### config.mk
export PLATFORM = sky130hd
export DESIGN_NAME = tdm_stream_tx
export DESIGN_NICKNAME = d
export VERILOG_FILES = /design/src/rtl/tdm_tx_pkg.sv /design/src/rtl/tdm_bit_timer.sv /design/src/rtl/tdm_slot_map.sv /design/src/rtl/tdm_line_drv.sv /design/src/rtl/tdm_stream_tx.sv
export SDC_FILE = /design/constraint.sdc
export NUM_CORES = 1
export LEC_CHECK = 0
export BUFFER_PORTS_ARGS = -buffer_cell sky130_fd_sc_hd__buf_2
export CORE_UTILIZATION = 55
export DETAILED_ROUTE_END_ITERATION = 10
export PLACE_DENSITY = 0.95
export SYNTH_ARGS = -nofsm -noshare
export SYNTH_HDL_FRONTEND = slang
export SYNTH_HIERARCHICAL = 1
export SYNTH_SLANG_ARGS = --single-unit
### constraint.sdc
create_clock -name clk -period 8.5 [get_ports clk]
set_clock_uncertainty 0.1 [all_clocks]
set_input_delay 1.275 -clock clk [delete_from_list [all_inputs] [get_ports clk]]
set_output_delay 1.275 -clock clk [all_outputs]
set_load 0.01 [all_outputs]
### src/rtl/tdm_tx_pkg.sv
package tdm_tx_pkg;
    localparam int NSTREAM = 5;
    localparam int WORD_W  = 24;
    localparam int SENSE_W = 16;
    localparam int PACK_W  = WORD_W / 2;
    localparam int STAT_W  = 8;

    typedef enum logic [1:0] {
        IV_FULL  = 2'b00,
        IV_MSB8  = 2'b01,
        IV_PACK  = 2'b10,
        IV_FULL2 = 2'b11
    } iv_mode_e;

    typedef struct packed {
        logic sd;
        logic oe;
        logic hold;
    } line_t;
endpackage

### src/rtl/tdm_bit_timer.sv
module tdm_bit_timer #(
    parameter int CNT_W = 10
) (
    input  logic             clk,
    input  logic             rst_n,
    input  logic             bit_clk,
    input  logic             frame_sync,
    input  logic             launch_fall,
    output logic             launch,
    output logic             opp,
    output logic [CNT_W-1:0] cnt_cur
);
    localparam logic [CNT_W-1:0] CNT_MAX = {CNT_W{1'b1}};

    typedef struct packed {
        logic             clk_lvl;
        logic             fs_last;
        logic [CNT_W-1:0] cnt;
    } tmr_t;

    tmr_t tm_d, tm_q;
    logic rise, fall, fs_start;

    always_comb begin
        tm_d     = tm_q;
        rise     = bit_clk & ~tm_q.clk_lvl;
        fall     = ~bit_clk & tm_q.clk_lvl;
        launch   = launch_fall ? fall : rise;
        opp      = launch_fall ? rise : fall;
        fs_start = frame_sync & ~tm_q.fs_last;
        if (fs_start)
            cnt_cur = '0;
        else if (tm_q.cnt == CNT_MAX)
            cnt_cur = CNT_MAX;
        else
            cnt_cur = tm_q.cnt + 1'b1;
        tm_d.clk_lvl = bit_clk;
        if (launch) begin
            tm_d.fs_last = frame_sync;
            tm_d.cnt     = cnt_cur;
        end
    end

    always_ff @(posedge clk or negedge rst_n) begin
        if (!rst_n) begin
            tm_q.clk_lvl <= 1'b0;
            tm_q.fs_last <= 1'b0;
            tm_q.cnt     <= CNT_MAX;
        end else begin
            tm_q <= tm_d;
        end
    end
endmodule

### src/rtl/tdm_slot_map.sv
module tdm_slot_map
    import tdm_tx_pkg::*;
#(
    parameter int CNT_W     = 10,
    parameter int SLOT_W    = 6,
    parameter int SLOT_BITS = 8,
    parameter int OFF_W     = 3
) (
    input  logic [CNT_W-1:0]   cnt,
    input  logic [OFF_W-1:0]   bit_off,
    input  logic [1:0]         iv_mode,
    input  logic               v_en,
    input  logic [SLOT_W-1:0]  v_slot,
    input  logic [SENSE_W-1:0] v_data,
    input  logic               i_en,
    input  logic [SLOT_W-1:0]  i_slot,
    input  logic [SENSE_W-1:0] i_data,
    input  logic               sar_en,
    input  logic [SLOT_W-1:0]  sar_slot,
    input  logic               sar_len24,
    input  logic [WORD_W-1:0]  sar_data,
    input  logic               aud_en,
    input  logic [SLOT_W-1:0]  aud_slot,
    input  logic               aud_len24,
    input  logic [WORD_W-1:0]  aud_data,
    input  logic               st_en,
    input  logic [SLOT_W-1:0]  st_slot,
    input  logic [STAT_W-1:0]  st_data,
    output logic               hit,
    output logic               bit_val
);
    localparam int LSB_W = $clog2(SLOT_BITS);
    localparam int IDX_W = $clog2(WORD_W);
    localparam logic [CNT_W-1:0] LEN_FULL = CNT_W'(SENSE_W);
    localparam logic [CNT_W-1:0] LEN_WORD = CNT_W'(WORD_W);
    localparam logic [CNT_W-1:0] LEN_BYTE = CNT_W'(SLOT_BITS);

    logic               en   [NSTREAM];
    logic [SLOT_W-1:0]  slot [NSTREAM];
    logic [CNT_W-1:0]   len  [NSTREAM];
    logic [WORD_W-1:0]  word [NSTREAM];
    logic [CNT_W-1:0]   start[NSTREAM];
    logic [CNT_W-1:0]   rel  [NSTREAM];
    logic [IDX_W-1:0]   ix   [NSTREAM];
    logic               hit_k[NSTREAM];
    logic               bit_k[NSTREAM];
    logic               pos_ok;
    logic [CNT_W-1:0]   pos;
    logic               packed_iv;

    always_comb begin
        pos_ok    = cnt >= CNT_W'(bit_off);
        pos       = cnt - CNT_W'(bit_off);
        packed_iv = (iv_mode == IV_PACK);

        en[0]   = v_en;
        slot[0] = v_slot;
        word[0] = packed_iv ? {v_data[SENSE_W-1 -: PACK_W], i_data[SENSE_W-1 -: PACK_W]}
                            : {v_data, {(WORD_W-SENSE_W){1'b0}}};
        len[0]  = packed_iv ? LEN_WORD : ((iv_mode == IV_MSB8) ? LEN_BYTE : LEN_FULL);

        en[1]   = i_en & ~packed_iv;
        slot[1] = i_slot;
        word[1] = {i_data, {(WORD_W-SENSE_W){1'b0}}};
        len[1]  = (iv_mode == IV_MSB8) ? LEN_BYTE : LEN_FULL;

        en[2]   = sar_en;
        slot[2] = sar_slot;
        word[2] = sar_data;
        len[2]  = sar_len24 ? LEN_WORD : LEN_FULL;

        en[3]   = aud_en;
        slot[3] = aud_slot;
        word[3] = aud_data;
        len[3]  = aud_len24 ? LEN_WORD : LEN_FULL;

        en[4]   = st_en;
        slot[4] = st_slot;
        word[4] = {st_data, {(WORD_W-STAT_W){1'b0}}};
        len[4]  = LEN_BYTE;
    end

    for (genvar k = 0; k < NSTREAM; k++) begin : g_stream
        assign start[k] = CNT_W'(slot[k]) << LSB_W;
        assign rel[k]   = pos - start[k];
        assign hit_k[k] = en[k] && pos_ok && (pos >= start[k]) && (rel[k] < len[k]);
        assign ix[k]    = IDX_W'(WORD_W - 1) - rel[k][IDX_W-1:0];
        assign bit_k[k] = word[k][ix[k]];
    end

    always_comb begin
        hit     = 1'b0;
        bit_val = 1'b0;
        for (int k = NSTREAM - 1; k >= 0; k--) begin
            if (hit_k[k]) begin
                hit     = 1'b1;
                bit_val = bit_k[k];
            end
        end
    end
endmodule

### src/rtl/tdm_line_drv.sv
module tdm_line_drv
    import tdm_tx_pkg::*;
(
    input  logic clk,
    input  logic rst_n,
    input  logic launch,
    input  logic opp,
    input  logic hit,
    input  logic bit_val,
    input  logic fill_hiz,
    input  logic hold_en,
    input  logic hold_perm,
    input  logic hold_half,
    output logic sdout,
    output logic sdout_oe,
    output logic hold_drv
);
    line_t ln_d, ln_q;

    always_comb begin
        ln_d = ln_q;
        if (launch) begin
            if (hit) begin
                ln_d.sd   = bit_val;
                ln_d.oe   = 1'b1;
                ln_d.hold = 1'b0;
            end else if (!fill_hiz) begin
                ln_d.sd   = 1'b0;
                ln_d.oe   = 1'b1;
                ln_d.hold = 1'b0;
            end else begin
                ln_d.oe   = 1'b0;
                ln_d.hold = hold_en & (hold_perm | ln_q.oe);
            end
        end else if (opp && hold_half && !hold_perm) begin
            ln_d.hold = 1'b0;
        end
    end

    always_ff @(posedge clk or negedge rst_n) begin
        if (!rst_n)
            ln_q <= '0;
        else
            ln_q <= ln_d;
    end

    assign sdout    = ln_q.sd;
    assign sdout_oe = ln_q.oe;
    assign hold_drv = ln_q.hold;
endmodule

### src/rtl/tdm_stream_tx.sv
module tdm_stream_tx
    import tdm_tx_pkg::*;
#(
    parameter int SLOT_W    = 6,
    parameter int SLOT_BITS = 8,
    parameter int OFF_W     = 3
) (
    input  logic               clk,
    input  logic               rst_n,
    input  logic               bit_clk,
    input  logic               frame_sync,
    input  logic               launch_fall,
    input  logic [OFF_W-1:0]   bit_off,
    input  logic               fill_hiz,
    input  logic               hold_en,
    input  logic               hold_perm,
    input  logic               hold_half,
    input  logic [1:0]         iv_mode,
    input  logic               v_en,
    input  logic [SLOT_W-1:0]  v_slot,
    input  logic [SENSE_W-1:0] v_data,
    input  logic               i_en,
    input  logic [SLOT_W-1:0]  i_slot,
    input  logic [SENSE_W-1:0] i_data,
    input  logic               sar_en,
    input  logic [SLOT_W-1:0]  sar_slot,
    input  logic               sar_len24,
    input  logic [WORD_W-1:0]  sar_data,
    input  logic               aud_en,
    input  logic [SLOT_W-1:0]  aud_slot,
    input  logic               aud_len24,
    input  logic [WORD_W-1:0]  aud_data,
    input  logic               st_en,
    input  logic [SLOT_W-1:0]  st_slot,
    input  logic [STAT_W-1:0]  st_data,
    output logic               sdout,
    output logic               sdout_oe,
    output logic               hold_drv
);
    localparam int CNT_W = SLOT_W + $clog2(SLOT_BITS) + 1;

    logic             launch, opp, hit, bit_val;
    logic [CNT_W-1:0] cnt_cur;

    tdm_bit_timer #(.CNT_W(CNT_W)) u_timer (
        .clk(clk), .rst_n(rst_n), .bit_clk(bit_clk), .frame_sync(frame_sync),
        .launch_fall(launch_fall), .launch(launch), .opp(opp), .cnt_cur(cnt_cur)
    );

    tdm_slot_map #(.CNT_W(CNT_W), .SLOT_W(SLOT_W), .SLOT_BITS(SLOT_BITS), .OFF_W(OFF_W)) u_map (
        .cnt(cnt_cur), .bit_off(bit_off), .iv_mode(iv_mode),
        .v_en(v_en), .v_slot(v_slot), .v_data(v_data),
        .i_en(i_en), .i_slot(i_slot), .i_data(i_data),
        .sar_en(sar_en), .sar_slot(sar_slot), .sar_len24(sar_len24), .sar_data(sar_data),
        .aud_en(aud_en), .aud_slot(aud_slot), .aud_len24(aud_len24), .aud_data(aud_data),
        .st_en(st_en), .st_slot(st_slot), .st_data(st_data),
        .hit(hit), .bit_val(bit_val)
    );

    tdm_line_drv u_line (
        .clk(clk), .rst_n(rst_n), .launch(launch), .opp(opp), .hit(hit), .bit_val(bit_val),
        .fill_hiz(fill_hiz), .hold_en(hold_en), .hold_perm(hold_perm), .hold_half(hold_half),
        .sdout(sdout), .sdout_oe(sdout_oe), .hold_drv(hold_drv)
    );
endmodule

[Word-level counts from Yosys, hierarchy flattened]
Index checks and enable logic that the tools add are counted.
Operators by class
  add/sub/neg operators: 12
  order comparisons: 16
  equality and inequality tests: 4
  muxes and demuxes: 34
  bitwise gates (word level): 10
  reduce and logical (&&, ||, !) cells: 20
Operators by type and width (count)
  10-bit by 9-bit >= comparator with 1-bit output: 5
  10-bit by 9-bit subtractor with 10-bit output: 5
  10-bit < comparator: 4
  5-bit by 6-bit < comparator with 1-bit output (second input constant): 5
  10-bit two-way mux: 3
  1-bit binary-select mux with 5-bit select: 5
  5-bit subtractor (first input constant): 5
  1-bit two-way mux: 20
  1-bit logical AND: 17
  12-bit two-way mux: 1
  10-bit by 1-bit adder with 10-bit output (second input constant): 1
  10-bit == test (second input constant): 1
  10-bit by 3-bit >= comparator with 1-bit output: 1
  10-bit by 4-bit < comparator with 1-bit output (second input constant): 1
  10-bit by 3-bit subtractor with 10-bit output: 1
  4-bit two-way mux: 2
  1-bit bitwise AND: 5
  5-bit two-way mux: 1
  1-bit NOT: 4
  3-bit two-way mux: 1
  2-bit by 1-bit == test with 1-bit output (second input constant): 1
  2-bit == test (second input constant): 1
  2-bit two-way mux: 1
  2-bit by 1-bit inequality test with 1-bit output (second input constant): 1
  4 further kinds: 4
Word-level totals
  register bits: 15
  bits of input ports: 139
  output and inout bits: 3
  word-level logic and storage cells: 102

[Longest topological paths before layout]
  word-level depth: 15
  gate-level depth with buffers: 25
  mapped depth without buffers: 24

[By module]
Netlist, hierarchy kept.
By module, submodules not included
  tdm_slot_map: times used 1, cells an instance 305, area an instance 2607.5 um^2, seq. area each 0.0 um^2
  tdm_bit_timer: times used 1, cells an instance 96, area an instance 858.3 um^2, seq. area each 312.8 um^2
  tdm_line_drv: times used 1, cells an instance 13, area an instance 131.4 um^2, seq. area each 75.1 um^2

[Worst setup path after synthesis]
No wires, ideal clock.
  path kind: input port to flip-flop
  start point: input port frame_sync
  end point: register u_line.ln_q (netlist bit u_line/sdout)
  library setup time: 0.122 ns
  arrival time: 5.664 ns
  required time: 8.278 ns
  slack: 2.614 ns
  stages on the path: 20
  buffers on the path: 1
  cell sequence: nor2b_1 -> clkbuf_1 -> nor2_1 -> fa_1 -> a21oi_1 -> nor2b_1 -> xor2_1 -> inv_1 -> fa_1 -> or3b_1 -> or4_1 -> nand3_1 -> o2111ai_1 -> a2111oi_4 -> nor2_1 -> o21ai_0 -> or3b_1 -> nand2b_1 -> nand2_1 -> a32o_1
Between the ends
  word-level cells in the longest chain between the ends: 13
  elaborated cells on any way between the ends: 62
  those cells by class: add/sub (11); order compare (11); eq/ne (1); mux (22); bitwise (1); reduce/logical (16)
RTL lines
  start, declared: line tdm_stream_tx.sv:11  | input logic frame_sync,
  1-bit bitwise AND (*): line tdm_bit_timer.sv:30  | fs_start = frame_sync & ~tm_q.fs_last;
  10-bit two-way mux (*): line tdm_bit_timer.sv:31  | if (fs_start)
  net cnt_cur[1]: line tdm_stream_tx.sv:43  | logic [CNT_W-1:0] cnt_cur;
  10-bit by 3-bit subtractor with 10-bit output or 10-bit by 3-bit >= comparator with 1-bit output (tied branches): line tdm_slot_map.sv:53, tdm_slot_map.sv:52
  10-bit by 9-bit subtractor with 10-bit output (tied with other cells): line tdm_slot_map.sv:85  | assign rel[k] = pos - start[k];
  10-bit by 4-bit < comparator with 1-bit output or 1-bit logical AND (tied branches): line tdm_slot_map.sv:86  | assign hit_k[k] = en[k] && pos_ok && (pos >= start[k]) && (rel[k] < len[k]);
  1-bit logical AND: line tdm_slot_map.sv:86
  1-bit two-way mux (4 in series): line tdm_slot_map.sv:95  | if (hit_k[k]) begin
  1-bit two-way mux (*): line tdm_slot_map.sv:95
  net hit: line tdm_stream_tx.sv:42  | logic launch, opp, hit, bit_val;
  2-bit by 1-bit inequality test with 1-bit output (no source line)
  2-bit AND reduction (no source line)
  end signal, assigned: line tdm_line_drv.sv:44  | ln_q <= ln_d;
  end, declared: line tdm_line_drv.sv:18  | line_t ln_d, ln_q;
The timed path passes the listed nets; every way through them passes the cells marked *. The select of a mux whose other input is x is not followed.
A chain may end at the register's enable or synchronous reset.

[Worst setup path in the final report]
Ends and elaborated chain as after synthesis.

==> metrics.txt <==
hold buffers post-CTS 0; CP Max Fanout 11; clock insertion delay at the later pin of the skew report 0.24 ns; pin count of the biggest net entering global routing 26; commonest non-fill, non-tap cell in the layout buf_2; max-cap violation count 0; Mapped Area 3600 sq um; global route overflow 0; main flop type after synthesis dfstp_2; RSZ-0062 raised after global routing false; FP Rows 29; Slew Viols, Final 0; DR vias/cell 6.17; Routed Wire Length 10,400 um; Final Hold Fails 0; Setup crit start kind input port; CTS clk-pin slew, worst paths 0.06 ns; FFs w/ async S/R, synth 100%; Compound-Gate Fraction of Synth Area 21.4%; Synth Net Count 597; DRT iter0 DRCs 320; flops & latches, synth 15; Core Util, Final 69.3%; via count 3,841; nets@finish 730; I/O pin count 142; cts repair resizes 0; Syn. warnings 6; post-placement worst setup slack 1.37 ns; Detailed Routing Iterations Pass 1 7; Setup Buffers After CTS 0; share of cells above drive strength 1 37.9%; period utilization 80.7%; CTS buffer count 3; Synth Area in Simple Gates 19.9%; antenna cells 0; mux contribution to synthesized area 19.5%; # DRC 0; peak supply drop 0.281 mV; Slew @ Worst Pin 1.29 ns; Core Footprint 6310 sq um; cell count after synthesis 414; Layout area overhead 21.6%; Post-Place Cells 619; Critical Path RT 8.54 ns; number of buffers added on ports 141; Die H 82.9 um; initial core utilization 57.0%; Non-Filler Instances 623; post-synthesis sequential area ratio 10.8%; PwrDens 464 nW/um^2; outcome complete, no violations; most frequent cells in the layout 141 x buf_2, 41 x inv_1, 38 x ha_1; Max Clk Rate 146 MHz; CTS Sinks 15; initial antenna violation count 0; Die Width 82.9 um; Post-synth EDFFs 0; Final ANT Viol Nets 0; TritonCTS clock tree built; sum of negative setup slack 0 ns; first-pass GRT wire length 16,700 um; clk buf depth 2; Worst Setup End Kind flop; wire per inst 16.6 um; vias in the first global route 3,775; Static Leak 2.11 nW; Syn Area/Cell 8.69 sq um; GR Util All Layers 29.6%; Hold Crit Class flop to flop; Setup CP Type input port to flop; Relative slew margins 12.2%; WHS 0.400 ns; die area 6870 sq um; fin worst setup slack 1.64 ns; RD Place Congestion 0.912; Yosys cell types 74; fin crit period 6.86 ns; largest family of logic cells by synthesized area compound AO/OA/AOI/OAI gates; H-tree depth 1; Worst EP arrival 6.89 ns; placed wire-length estimate 8570 um; Root Buffer clkbuf_8; Final Setup Violations 0; post-synthesis adder-cell area fraction 16.6%; XOR/XNOR Fraction of Synth Area 4.87%
-- synthesized netlist by cell type (all sizes together) (5+ instances only) --
master | n | share of area, %
inv | 41 | 4.3
ha | 38 | 13
a21oi | 37 | 5.4
nor2 | 27 | 2.8
mux4 | 25 | 16
nand2 | 25 | 2.6
o21ai | 24 | 3.3
nand3 | 15 | 2.4
buf | 12 | 2.3
nand2b | 12 | 2.1
nor2b | 11 | 1.9
xnor2 | 11 | 2.7
dfstp | 10 | 7.3
xor2 | 9 | 2.2
and3 | 8 | 1.4
mux2i | 7 | 1.9
a21o | 6 | 1.3
fa | 6 | 3.3
mux2 | 6 | 1.9
a31o | 5 | 1.2
dfrtp | 5 | 3.5
o2111ai | 5 | 1.2
o31ai | 5 | 1.0
-- where the power goes --
part	internal (mW)	total (mW)	switching, mW	leakage, nW
Clock	0.0332	0.0574	0.0242	0.0228
Combinational	0.830	1.86	1.03	1.92
Sequential	0.0911	0.110	0.0191	0.167
-- per-stage QoR --
stage,power [mW],area [sq um]
final,2.03,4370
after global routing,2.20,4370
after CTS,1.99,4370
after detailed placement,1.92,4330
after global placement,1.87,4330
after floorplan,1.54,3600
-- path summary, 6_finish.rpt --
kind                            slack [ns]                to            start  cells after the start
worst min-delay path                  0.40      u_line/sdout     u_line/sdout                      1
worst min register to register        0.40      u_line/sdout     u_line/sdout                      1
worst max-delay path                  1.64      u_line/sdout       frame_sync                     23
min in group asynchronous             0.83  u_timer/tm_q[11]            rst_n                      1
worst max register to register        2.27      u_line/sdout  u_timer/tm_q[0]                     24
max in group asynchronous             7.17   u_timer/tm_q[2]            rst_n                      1
-- cell families after synthesis --
family | after synthesis
muxes | 38
adders and majority gates | 44
xor gates and xnor gates | 20
buffers and inverters | 57
AOI/OAI and AO/OA | 113
and+or+nand+nor | 127
DFF | 15
-- worst max-delay path, stage by stage --
cell,delay [ns]
buf_2,0.09
nor2b_1,0.61
a21oi_2,0.08
inv_1,0.09
ha_1,0.21
inv_1,0.07
fa_1,0.41
a21oi_1,0.28
nor2b_1,0.22
xor2_1,0.48
inv_1,0.33
fa_1,0.60
inv_1,0.05
ha_1,0.27
a2111oi_0,0.38
o2111ai_1,0.23
a2111oi_4,0.36
nor2_1,0.09
o21ai_0,0.13
or3b_1,0.18
nand2b_1,0.13
nand2_1,0.08
a32o_1,0.28
-- metal layers --
| layer | up-vias | share of wire [%] | GRT usage (%) |
|---|---|---|---|
| li1 | 1825 | - | - |
| met4 | 0 | 2.9 | 9.25 |
| met5 | - | 0 | 0 |
| met2 | 189 | 50 | 52.8 |
| met3 | 31 | 7.4 | 4.57 |
| met1 | 1796 | 40 | 36.6 |
-- flip-flops by register name, summed over array words and instances, names as in the netlist --
register	flops
u_timer/tm_q	12
u_line/hold_drv	1
u_line/sdout	1
u_line/sdout_oe	1
-- cell type report --
type                       count  area (sq um)
inverter                      41           154
timing repair buffer         144           728
multi-input combinational    342          2960
sequential                    15           388
tap                           77          96.3
clock buffer                   4          45.0
fill                         526          1940
Note: power is estimated with default switching activity, not from simulation.
